<file path="src/rtl/rtc_pkg.sv">
package rtc_pkg;
  // Packed time word: day in the top bits down to second in the bottom bits
  typedef struct packed {
    logic [14:0] day;
    logic [4:0]  hr;
    logic [5:0]  min;
    logic [5:0]  sec;
  } ptime_t;

  localparam int TIME_W = $bits(ptime_t);
  localparam int STAT_W = 16;

  // Status bit positions
  localparam int ST_SWATCH = 0;
  localparam int ST_ALARM  = 1;
  localparam int ST_SEC    = 2;
  localparam int ST_MIN    = 3;
  localparam int ST_HOUR   = 4;
  localparam int ST_DAY    = 5;
  localparam int ST_DALARM = 6;

  localparam logic [5:0] SEC_TOP = 6'd59;
  localparam logic [5:0] MIN_TOP = 6'd59;
  localparam logic [4:0] HR_TOP  = 5'd23;

  typedef enum logic [2:0] {
    A_TIME   = 3'd0,
    A_CTRL   = 3'd1,
    A_ALARM  = 3'd2,
    A_SWATCH = 3'd3,
    A_STATUS = 3'd4,
    A_IEN    = 3'd5
  } reg_addr_e;
endpackage

</file>
<file path="src/rtl/rtc_prescaler.sv">
module rtc_prescaler #(
  parameter int DIV = 32768
) (
  input  logic clk_i,
  input  logic rst_ni,
  input  logic en_i,
  input  logic pulse_i,
  output logic tick_o
);
  localparam int CW = (DIV > 1) ? $clog2(DIV) : 1;
  localparam logic [CW-1:0] LAST = CW'(DIV - 1);

  logic [CW-1:0] cnt_q, cnt_d;
  logic          at_last;

  assign at_last = (cnt_q == LAST);

  always_comb begin
    cnt_d = cnt_q;
    if (!en_i)
      cnt_d = '0;
    else if (pulse_i)
      cnt_d = at_last ? '0 : cnt_q + 1'b1;
  end

  always_ff @(posedge clk_i or negedge rst_ni) begin
    if (!rst_ni) cnt_q <= '0;
    else         cnt_q <= cnt_d;
  end

  assign tick_o = pulse_i & (~en_i | at_last);
endmodule

</file>
<file path="src/rtl/rtc_time_counter.sv">
module rtc_time_counter
  import rtc_pkg::*;
(
  input  logic   clk_i,
  input  logic   rst_ni,
  input  logic   tick_i,
  input  logic   ld_i,
  input  ptime_t ld_val_i,
  output ptime_t time_o,
  output ptime_t time_inc_o,
  output logic   evt_sec_o,
  output logic   evt_min_o,
  output logic   evt_hour_o,
  output logic   evt_day_o
);
  ptime_t time_q, time_d, inc;
  logic   sec_wrap, min_wrap, hr_wrap;

  assign sec_wrap = (time_q.sec >= SEC_TOP);
  assign min_wrap = sec_wrap & (time_q.min >= MIN_TOP);
  assign hr_wrap  = min_wrap & (time_q.hr >= HR_TOP);

  always_comb begin
    inc     = time_q;
    inc.sec = sec_wrap ? '0 : time_q.sec + 1'b1;
    if (sec_wrap) inc.min = (time_q.min >= MIN_TOP) ? '0 : time_q.min + 1'b1;
    if (min_wrap) inc.hr  = (time_q.hr >= HR_TOP) ? '0 : time_q.hr + 1'b1;
    if (hr_wrap)  inc.day = time_q.day + 1'b1;
  end

  always_comb begin
    time_d = time_q;
    if (ld_i)        time_d = ld_val_i;
    else if (tick_i) time_d = inc;
  end

  always_ff @(posedge clk_i or negedge rst_ni) begin
    if (!rst_ni) time_q <= '0;
    else         time_q <= time_d;
  end

  assign time_o     = time_q;
  assign time_inc_o = inc;
  assign evt_sec_o  = tick_i;
  assign evt_min_o  = tick_i & sec_wrap;
  assign evt_hour_o = tick_i & min_wrap;
  assign evt_day_o  = tick_i & hr_wrap;
endmodule

</file>
<file path="src/rtl/rtc_alarm_cmp.sv">
module rtc_alarm_cmp
  import rtc_pkg::*;
(
  input  logic   tick_i,
  input  ptime_t next_i,
  input  ptime_t alarm_i,
  output logic   evt_tod_o,
  output logic   evt_full_o
);
  logic tod_eq, day_eq;

  assign tod_eq     = (next_i.hr == alarm_i.hr) && (next_i.min == alarm_i.min) &&
                      (next_i.sec == alarm_i.sec);
  assign day_eq     = (next_i.day == alarm_i.day);
  assign evt_tod_o  = tick_i & tod_eq;
  assign evt_full_o = tick_i & tod_eq & day_eq;
endmodule

</file>
<file path="src/rtl/rtc_stopwatch.sv">
module rtc_stopwatch #(
  parameter int W = 16
) (
  input  logic         clk_i,
  input  logic         rst_ni,
  input  logic         tick_i,
  input  logic         ld_i,
  input  logic [W-1:0] ld_val_i,
  output logic [W-1:0] cnt_o,
  output logic         evt_o
);
  localparam logic [W-1:0] ONE = W'(1);

  logic [W-1:0] cnt_q, cnt_d;
  logic         live;

  assign live = (cnt_q != '0);

  always_comb begin
    cnt_d = cnt_q;
    if (ld_i)                cnt_d = ld_val_i;
    else if (tick_i && live) cnt_d = cnt_q - 1'b1;
  end

  always_ff @(posedge clk_i or negedge rst_ni) begin
    if (!rst_ni) cnt_q <= '0;
    else         cnt_q <= cnt_d;
  end

  assign cnt_o = cnt_q;
  assign evt_o = tick_i & ~ld_i & (cnt_q == ONE);
endmodule

</file>
<file path="src/rtl/rtc_event_regs.sv">
module rtc_event_regs #(
  parameter int W = 16
) (
  input  logic         clk_i,
  input  logic         rst_ni,
  input  logic [W-1:0] set_i,
  input  logic         clr_we_i,
  input  logic [W-1:0] clr_mask_i,
  input  logic         ien_we_i,
  input  logic [W-1:0] ien_val_i,
  output logic [W-1:0] stat_o,
  output logic [W-1:0] ien_o,
  output logic         irq_o
);
  logic [W-1:0] stat_q, stat_d, ien_q, ien_d;

  always_comb begin
    stat_d = stat_q;
    if (clr_we_i) stat_d = stat_d & ~clr_mask_i;
    stat_d = stat_d | set_i;
    ien_d  = ien_we_i ? ien_val_i : ien_q;
  end

  always_ff @(posedge clk_i or negedge rst_ni) begin
    if (!rst_ni) begin
      stat_q <= '0;
      ien_q  <= '0;
    end else begin
      stat_q <= stat_d;
      ien_q  <= ien_d;
    end
  end

  assign stat_o = stat_q;
  assign ien_o  = ien_q;
  assign irq_o  = |(stat_q & ien_q);
endmodule

</file>
<file path="src/rtl/rtc_packed_core.sv">
module rtc_packed_core
  import rtc_pkg::*;
#(
  parameter int PRESCALE_DIV = 32768,
  parameter int SWATCH_W     = 16
) (
  input  logic        clk_i,
  input  logic        rst_ni,
  input  logic        tick32k_i,
  input  logic        reg_wr_i,
  input  logic [2:0]  reg_addr_i,
  input  logic [31:0] reg_wdata_i,
  output logic [31:0] reg_rdata_o,
  output logic        irq_o
);
  logic                pren_q, pren_d;
  ptime_t              alarm_q, alarm_d;
  logic                tick;
  logic                ld_time, ld_alarm, ld_ctrl, ld_sw, stat_clr, ld_ien;
  ptime_t              time_q, time_inc;
  logic                evt_sec, evt_min, evt_hour, evt_day, evt_tod, evt_full, evt_sw;
  logic [SWATCH_W-1:0] sw_cnt;
  logic [STAT_W-1:0]   set_vec, stat_q, ien_q;

  // Write decode
  assign ld_time  = reg_wr_i && (reg_addr_i == A_TIME);
  assign ld_ctrl  = reg_wr_i && (reg_addr_i == A_CTRL);
  assign ld_alarm = reg_wr_i && (reg_addr_i == A_ALARM);
  assign ld_sw    = reg_wr_i && (reg_addr_i == A_SWATCH);
  assign stat_clr = reg_wr_i && (reg_addr_i == A_STATUS);
  assign ld_ien   = reg_wr_i && (reg_addr_i == A_IEN);

  always_comb begin
    pren_d  = ld_ctrl  ? reg_wdata_i[0]       : pren_q;
    alarm_d = ld_alarm ? ptime_t'(reg_wdata_i) : alarm_q;
  end

  always_ff @(posedge clk_i or negedge rst_ni) begin
    if (!rst_ni) begin
      pren_q  <= 1'b0;
      alarm_q <= '0;
    end else begin
      pren_q  <= pren_d;
      alarm_q <= alarm_d;
    end
  end

  rtc_prescaler #(.DIV(PRESCALE_DIV)) u_pre (
    .clk_i(clk_i), .rst_ni(rst_ni), .en_i(pren_q), .pulse_i(tick32k_i), .tick_o(tick)
  );

  rtc_time_counter u_time (
    .clk_i(clk_i), .rst_ni(rst_ni), .tick_i(tick), .ld_i(ld_time),
    .ld_val_i(ptime_t'(reg_wdata_i)), .time_o(time_q), .time_inc_o(time_inc),
    .evt_sec_o(evt_sec), .evt_min_o(evt_min), .evt_hour_o(evt_hour), .evt_day_o(evt_day)
  );

  rtc_alarm_cmp u_alarm (
    .tick_i(tick), .next_i(time_inc), .alarm_i(alarm_q),
    .evt_tod_o(evt_tod), .evt_full_o(evt_full)
  );

  rtc_stopwatch #(.W(SWATCH_W)) u_sw (
    .clk_i(clk_i), .rst_ni(rst_ni), .tick_i(tick), .ld_i(ld_sw),
    .ld_val_i(reg_wdata_i[SWATCH_W-1:0]), .cnt_o(sw_cnt), .evt_o(evt_sw)
  );

  always_comb begin
    set_vec            = '0;
    set_vec[ST_SWATCH] = evt_sw;
    set_vec[ST_ALARM]  = evt_tod;
    set_vec[ST_SEC]    = evt_sec;
    set_vec[ST_MIN]    = evt_min;
    set_vec[ST_HOUR]   = evt_hour;
    set_vec[ST_DAY]    = evt_day;
    set_vec[ST_DALARM] = evt_full;
  end

  rtc_event_regs #(.W(STAT_W)) u_evt (
    .clk_i(clk_i), .rst_ni(rst_ni), .set_i(set_vec),
    .clr_we_i(stat_clr), .clr_mask_i(reg_wdata_i[STAT_W-1:0]),
    .ien_we_i(ld_ien), .ien_val_i(reg_wdata_i[STAT_W-1:0]),
    .stat_o(stat_q), .ien_o(ien_q), .irq_o(irq_o)
  );

  always_comb begin
    unique case (reg_addr_i)
      A_TIME:   reg_rdata_o = time_q;
      A_CTRL:   reg_rdata_o = {31'd0, pren_q};
      A_ALARM:  reg_rdata_o = alarm_q;
      A_SWATCH: reg_rdata_o = 32'(sw_cnt);
      A_STATUS: reg_rdata_o = 32'(stat_q);
      A_IEN:    reg_rdata_o = 32'(ien_q);
      default:  reg_rdata_o = '0;
    endcase
  end
endmodule

</file>
<file path="config.mk">
export PLATFORM = sky130hd
export DESIGN_NAME = rtc_packed_core
export DESIGN_NICKNAME = d
export VERILOG_FILES = /design/src/rtl/rtc_pkg.sv /design/src/rtl/rtc_prescaler.sv /design/src/rtl/rtc_time_counter.sv /design/src/rtl/rtc_alarm_cmp.sv /design/src/rtl/rtc_stopwatch.sv /design/src/rtl/rtc_event_regs.sv /design/src/rtl/rtc_packed_core.sv
export SDC_FILE = /design/constraint.sdc
export NUM_CORES = 1
export LEC_CHECK = 0
export ABC_AREA = 1
export BUFFER_PORTS_ARGS = -buffer_cell sky130_fd_sc_hd__buf_2
export CAP_MARGIN = 20
export CORE_ASPECT_RATIO = 1.2
export CORE_MARGIN = 2
export CORE_UTILIZATION = 23
export CTS_CLUSTER_SIZE = 28
export DETAILED_ROUTE_END_ITERATION = 7
export PLACE_DENSITY = 0.41
export SLEW_MARGIN = 20
export SYNTH_ARGS = -nofsm -noshare
export SYNTH_HDL_FRONTEND = slang
export SYNTH_SLANG_ARGS = --single-unit
</file>
<file path="constraint.sdc">
create_clock -name clk_i -period 3 [get_ports clk_i]
set_clock_uncertainty 0.2 [all_clocks]
set_input_delay 0.6 -clock clk_i [delete_from_list [all_inputs] [get_ports clk_i]]
set_output_delay 0.6 -clock clk_i [all_outputs]
set_load 0.1 [all_outputs]
</file>
Word-level counts from Yosys, hierarchy flattened
Cells that the tools add are included.
Operators by class
  $add $sub $neg: 6
  order comparisons: 3
  equal/unequal tests: 12
  multiplexer cells: 15
  bitwise logic cells: 17
  reduce and logical (&&, ||, !) cells: 14
Operators by type and width (number)
  $pmux 32 s6: 1
  $mux 32: 2
  $mux 15: 4
  $mux 16: 3
  $and 16x16->16: 2
  $add 15x1->15 const B: 2
  $mux 6: 3
  $eq 16x1->1 const B: 1
  $not 16->16: 1
  $or 16x7->16: 1
  $reduce_bool 16->1: 1
  $reduce_or 16->1: 1
  $sub 16x1->16 const B: 1
  $eq 15x15->1: 1
  $eq 15x15->1 const B: 1
  $add 6x1->6 const B: 2
  $eq 6x6->1: 2
  $ge 6x6->1 const B: 2
  $and 1x1->1: 10
  $mux 5: 2
  $logic_and 1x1->1: 9
  $eq 3x2->1 const B: 2
  $eq 3x3->1 const B: 2
  $add 5x1->5 const B: 1
  other kinds (8): 10
Storage, ports and cells
  bits in registers: 128
  logic and storage cells: 80

Depth between registers and ports, before layout
  depth in word-level cells: 9
  mapped depth: 17
  mapped depth without buffers: 16

Cells and area by module
A second synthesis with hierarchy kept.
Unflattened totals
  cells, all modules: 1321
  area, all modules: 9043.7 um^2
Modules (own cells, without submodules)
  rtc_packed_core: times used 1, cells an instance 404, area an instance 2449.8 um^2
  rtc_time_counter: times used 1, cells an instance 355, area an instance 2433.6 um^2
  rtc_event_regs: times used 1, cells an instance 119, area an instance 1376.3 um^2
  rtc_stopwatch: times used 1, cells an instance 192, area an instance 1273.7 um^2
  rtc_prescaler: times used 1, cells an instance 132, area an instance 960.9 um^2
  rtc_alarm_cmp: times used 1, cells an instance 119, area an instance 549.3 um^2

Worst setup path before layout
Ideal clock, no wire load.
  path type: input to output
  start point: input reg_addr_i[1]
  end point: output reg_rdata_o[12]
  arrival time: 3.298 ns
  slack: -1.098 ns
  stages on the path: 5
  path buffers: 2
  cells stage by stage: nor2_1 -> nand2_1 -> clkbuf_1 -> clkbuf_1 -> o21ai_0
Between the ends
  longest elaborated chain between the ends: 2
  elaborated cells on any way between the ends: 7
  those cells by class: 5 x eq/ne; 1 x mux; 1 x reduce/logical
RTL lines
  from (decl): line rtc_packed_core.sv:11  | input logic [2:0] reg_addr_i,
  $eq 3x3->1 (tied with other cells): line rtc_packed_core.sv:87  | unique case (reg_addr_i)
  $pmux 32 s6 *: line rtc_packed_core.sv:87
  to (decl): line rtc_packed_core.sv:13  | output logic [31:0] reg_rdata_o,
Mark *: on every way between the ends. The rest lies on a longest branch, timed or not.

Final worst setup path
  start point: register u_evt.ien_q[0] (netlist: u_evt.ien_o[0])
  end point: output irq_o
Between the ends
  longest elaborated chain between the ends: 2
RTL lines
  from (decl): line rtc_event_regs.sv:15  | logic [W-1:0] stat_q, stat_d, ien_q, ien_d;
  from (signal assigned): line rtc_event_regs.sv:30  | ien_q <= ien_d;
  $and 16x16->16: line rtc_event_regs.sv:36  | assign irq_o = |(stat_q & ien_q);
  $reduce_or 16->1: line rtc_event_regs.sv:36
  to (decl): line rtc_packed_core.sv:14  | output logic irq_o
Every way passes these cells.

==> out/results.ini <==
[timing]
fin_crit_ps = 2810
worst_pin_slew_ps = 673
final_hold_viol_count = 0
rsz0062_at_grt = false
finalSetupViolCount = 0
period_share = 0.938
timing.final.ws_setup_ps = 186
max_slew_margin = 0.551
slew_viol_final = 0
timing.fmax_ghz = 0.355

[synth]
synthFlopType = dfrtp_1
yosysMostFrequentCell = nand2_1
synth-xor-area-share = 0.0247
synthTopCellsByCount = nand2_1, inv_1, dfrtp_1, o21ai_0, nor2_1
synth_edf_count = 0
synth_compound_area_frac = 0.179
synthAdderAreaFrac = 0.0112
synth-simple-area-share = 0.275
syn_nets = 1113
synthDistinctLibCells = 45
async_flop_share = 1.00
synth_top_family_by_area = simple AND/OR/NAND/NOR gates
synth_top_area_frac = 0.411
seq_area_frac_synth = 0.411
avgSynthCellArea_um2 = 7.30
synthTopCellsByArea = dfrtp_1, nand2_1, inv_1, o21ai_0, o221ai_1
yosysTopAreaCell = dfrtp_1
ys.warnings.count = 0
syn_inst = 1067
synth-seq-cells = 128
synthMuxAreaShare = 0
syn_area_mm2 = 0.00779

[layout]
drive_gt1_frac = 0.152
syn2layout_area_growth_pct = 29.5
final_area_mm2 = 0.0101
nNetsFinal = 1201
n_antenna_cell = 0
fillers = 3646
final_cells = 1618

[worst_setup_path]
cp-start-kind = flip-flop
slowest_stage = nor3_1
critPathMaxStageDelay_ps = 410
required_ps = 2200
end_kind = output pin
crit_fanout = 2
crit_type = reg -> out
cp.arrival_ps = 2010
cp_cell_sequence = inv_1 -> o2111ai_1 -> nor3_1 -> nand3_1 -> buf_2

[cts]
cts_resized = 0
cts_tree = done
clk_latency_ps = 420
numCtsBuffers = 17
root_buffer = clkbuf_16
cts.sinks = 128
clk_pin_slew_ps = 60
ctsHoldBuffers = 1
ctsHtreeMaxLevel = 4
post_cts_buffers = 0
cts.path.max_buffers = 2

[job]
drv_cap = 0

[pwr]
peakVddDrop_mv = 0.342
total_leakage_power_uw = 0.00476
cellPowerDensity_mw_per_mm2 = 745

[grt]
grt_max_degree = 65
grt_pass1_wl_mm = 42.8
grt.overflow.total = 0
gr-usage-all-layers = 0.160
first_global_vias = 7515
antenna_found_initial = 0

[status]
status = completed

[detailed_routing]
first_iter_violations = 417
ant_nets = 0
vias = 7440
firstDrtPassIters = 5
viasPerCell = 4.60
routed_wl_mm = 26.9
wl_per_cell_um = 16.6
drcViolationCount = 0

[floorplanning]
core_mm2 = 0.0332
num_rows = 73
die_h_um = 206
fp.dieArea_mm2 = 0.0354
start_util = 0.234
dieWidth_um = 172
ioPinCount = 72

[placement]
port_buffers = 71
gp_congestion = 0.814
dp_hpwl_mm = 20.1
dp_cells = 1585
placed_cell_area_mm2 = 0.00949
dp_slack_ps = 185

[worst_hold_path]
hp-class = in -> reg

cells by family (layout without fill, tap and decap cells):
kind of cell / after synthesis / after routing
AO/OA/AOI/OAI: 214 / 214
XOR/XNOR: 22 / 22
adder cells (fa/ha/maj): 7 / 7
buffers and inverters: 195 / 296
flip-flops: 128 / 128
AND/OR/NAND/NOR: 501 / 501
flip-flops by register name, summed over array words and instances, names as in the netlist:
name and flops:
alarm_q 32, u_time.time_o 32, u_evt.ien_o 16, u_evt.stat_o 16, u_sw.cnt_o 16, u_pre.cnt_q 15
pren_q 1
final timing paths:
kind                                   from                to  slack, ps  depth (start not counted)
hold reg to reg              u_evt.ien_o[0]    u_evt.ien_o[0]        290                          2
max in group asynchronous            rst_ni     u_sw.cnt_o[4]       1470                          3
hold / removal              reg_wdata_i[11]  u_evt.stat_o[11]        160                          2
setup reg to reg           u_time.time_o[6]   u_evt.stat_o[6]        370                         15
setup / recovery             u_evt.ien_o[0]             irq_o        190                          5
min in group asynchronous            rst_ni       alarm_q[24]        470                          2
layout by cell type, fill, tap and decap left out, types with 19 or more instances in the layout:
| cell type | n |
|---|---|
| inv_1 | 156 |
| buf_2 | 38 |
| dfrtp_1 | 128 |
| xor2_1 | 19 |
| nand2_1 | 307 |
| buf_12 | 37 |
| o221ai_1 | 41 |
| o21ai_0 | 71 |
| o22ai_1 | 22 |
| buf_4 | 23 |
| nor2_1 | 78 |
| nand3_1 | 66 |
routing by layer:
| layer | global-route usage | share of wire | up-vias | wire length, µm |
|---|---|---|---|---|
| met2 | 0.269 | 0.48 | 154 | 13000 |
| met1 | 0.212 | 0.47 | 3537 | 12600 |
| met3 | 0.0250 | 0.037 | 22 | 1010 |
| met4 | 0.0435 | 0.013 | 0 | 354 |
| met5 | 0 | 0 | - | 0 |
| li1 | - | - | 3727 | - |
layout make-up:
type	instances	area (µm²)	area share
multi-input cells	744	4000	0.396
flip-flops and latches	128	3200	0.318
repair buffers	100	1120	0.112
inverters	164	616	0.0611
well taps	450	563	0.0558
clock buffers	21	440	0.0437
clock inverters	11	140	0.0139
per-stage QoR:
stage | TNS, ps | total power, µW | utilization | hold WS [ps]
6_report | 0 | 7510 | 0.303 | 163
5_1_grt | 0 | 8050 | 0.303 | 156
4_1_cts | 0 | 7610 | 0.303 | 136
3_5_place_dp | 0 | 5450 | 0.285 | 278
3_3_place_gp | 0 | 5450 | 0.285 | 270
2_1_floorplan | -5430 | 4520 | - | 104
where the power goes:
group | leakage, µW | internal [µW] | switching (µW)
sequential | 0.00163 | 2120 | 438
clock | 0.000285 | 1300 | 798
combinational | 0.00284 | 981 | 1870
worst max-delay path, delay by kind of cell, from the launching register on:
family / cells / cell delay [ps]
and+or+nand+nor: 2 / 580
buffers and inverters: 2 / 440
DFF: 1 / 380
AOI/OAI and AO/OA: 1 / 180
Note: power is estimated with default switching activity, not from simulation.
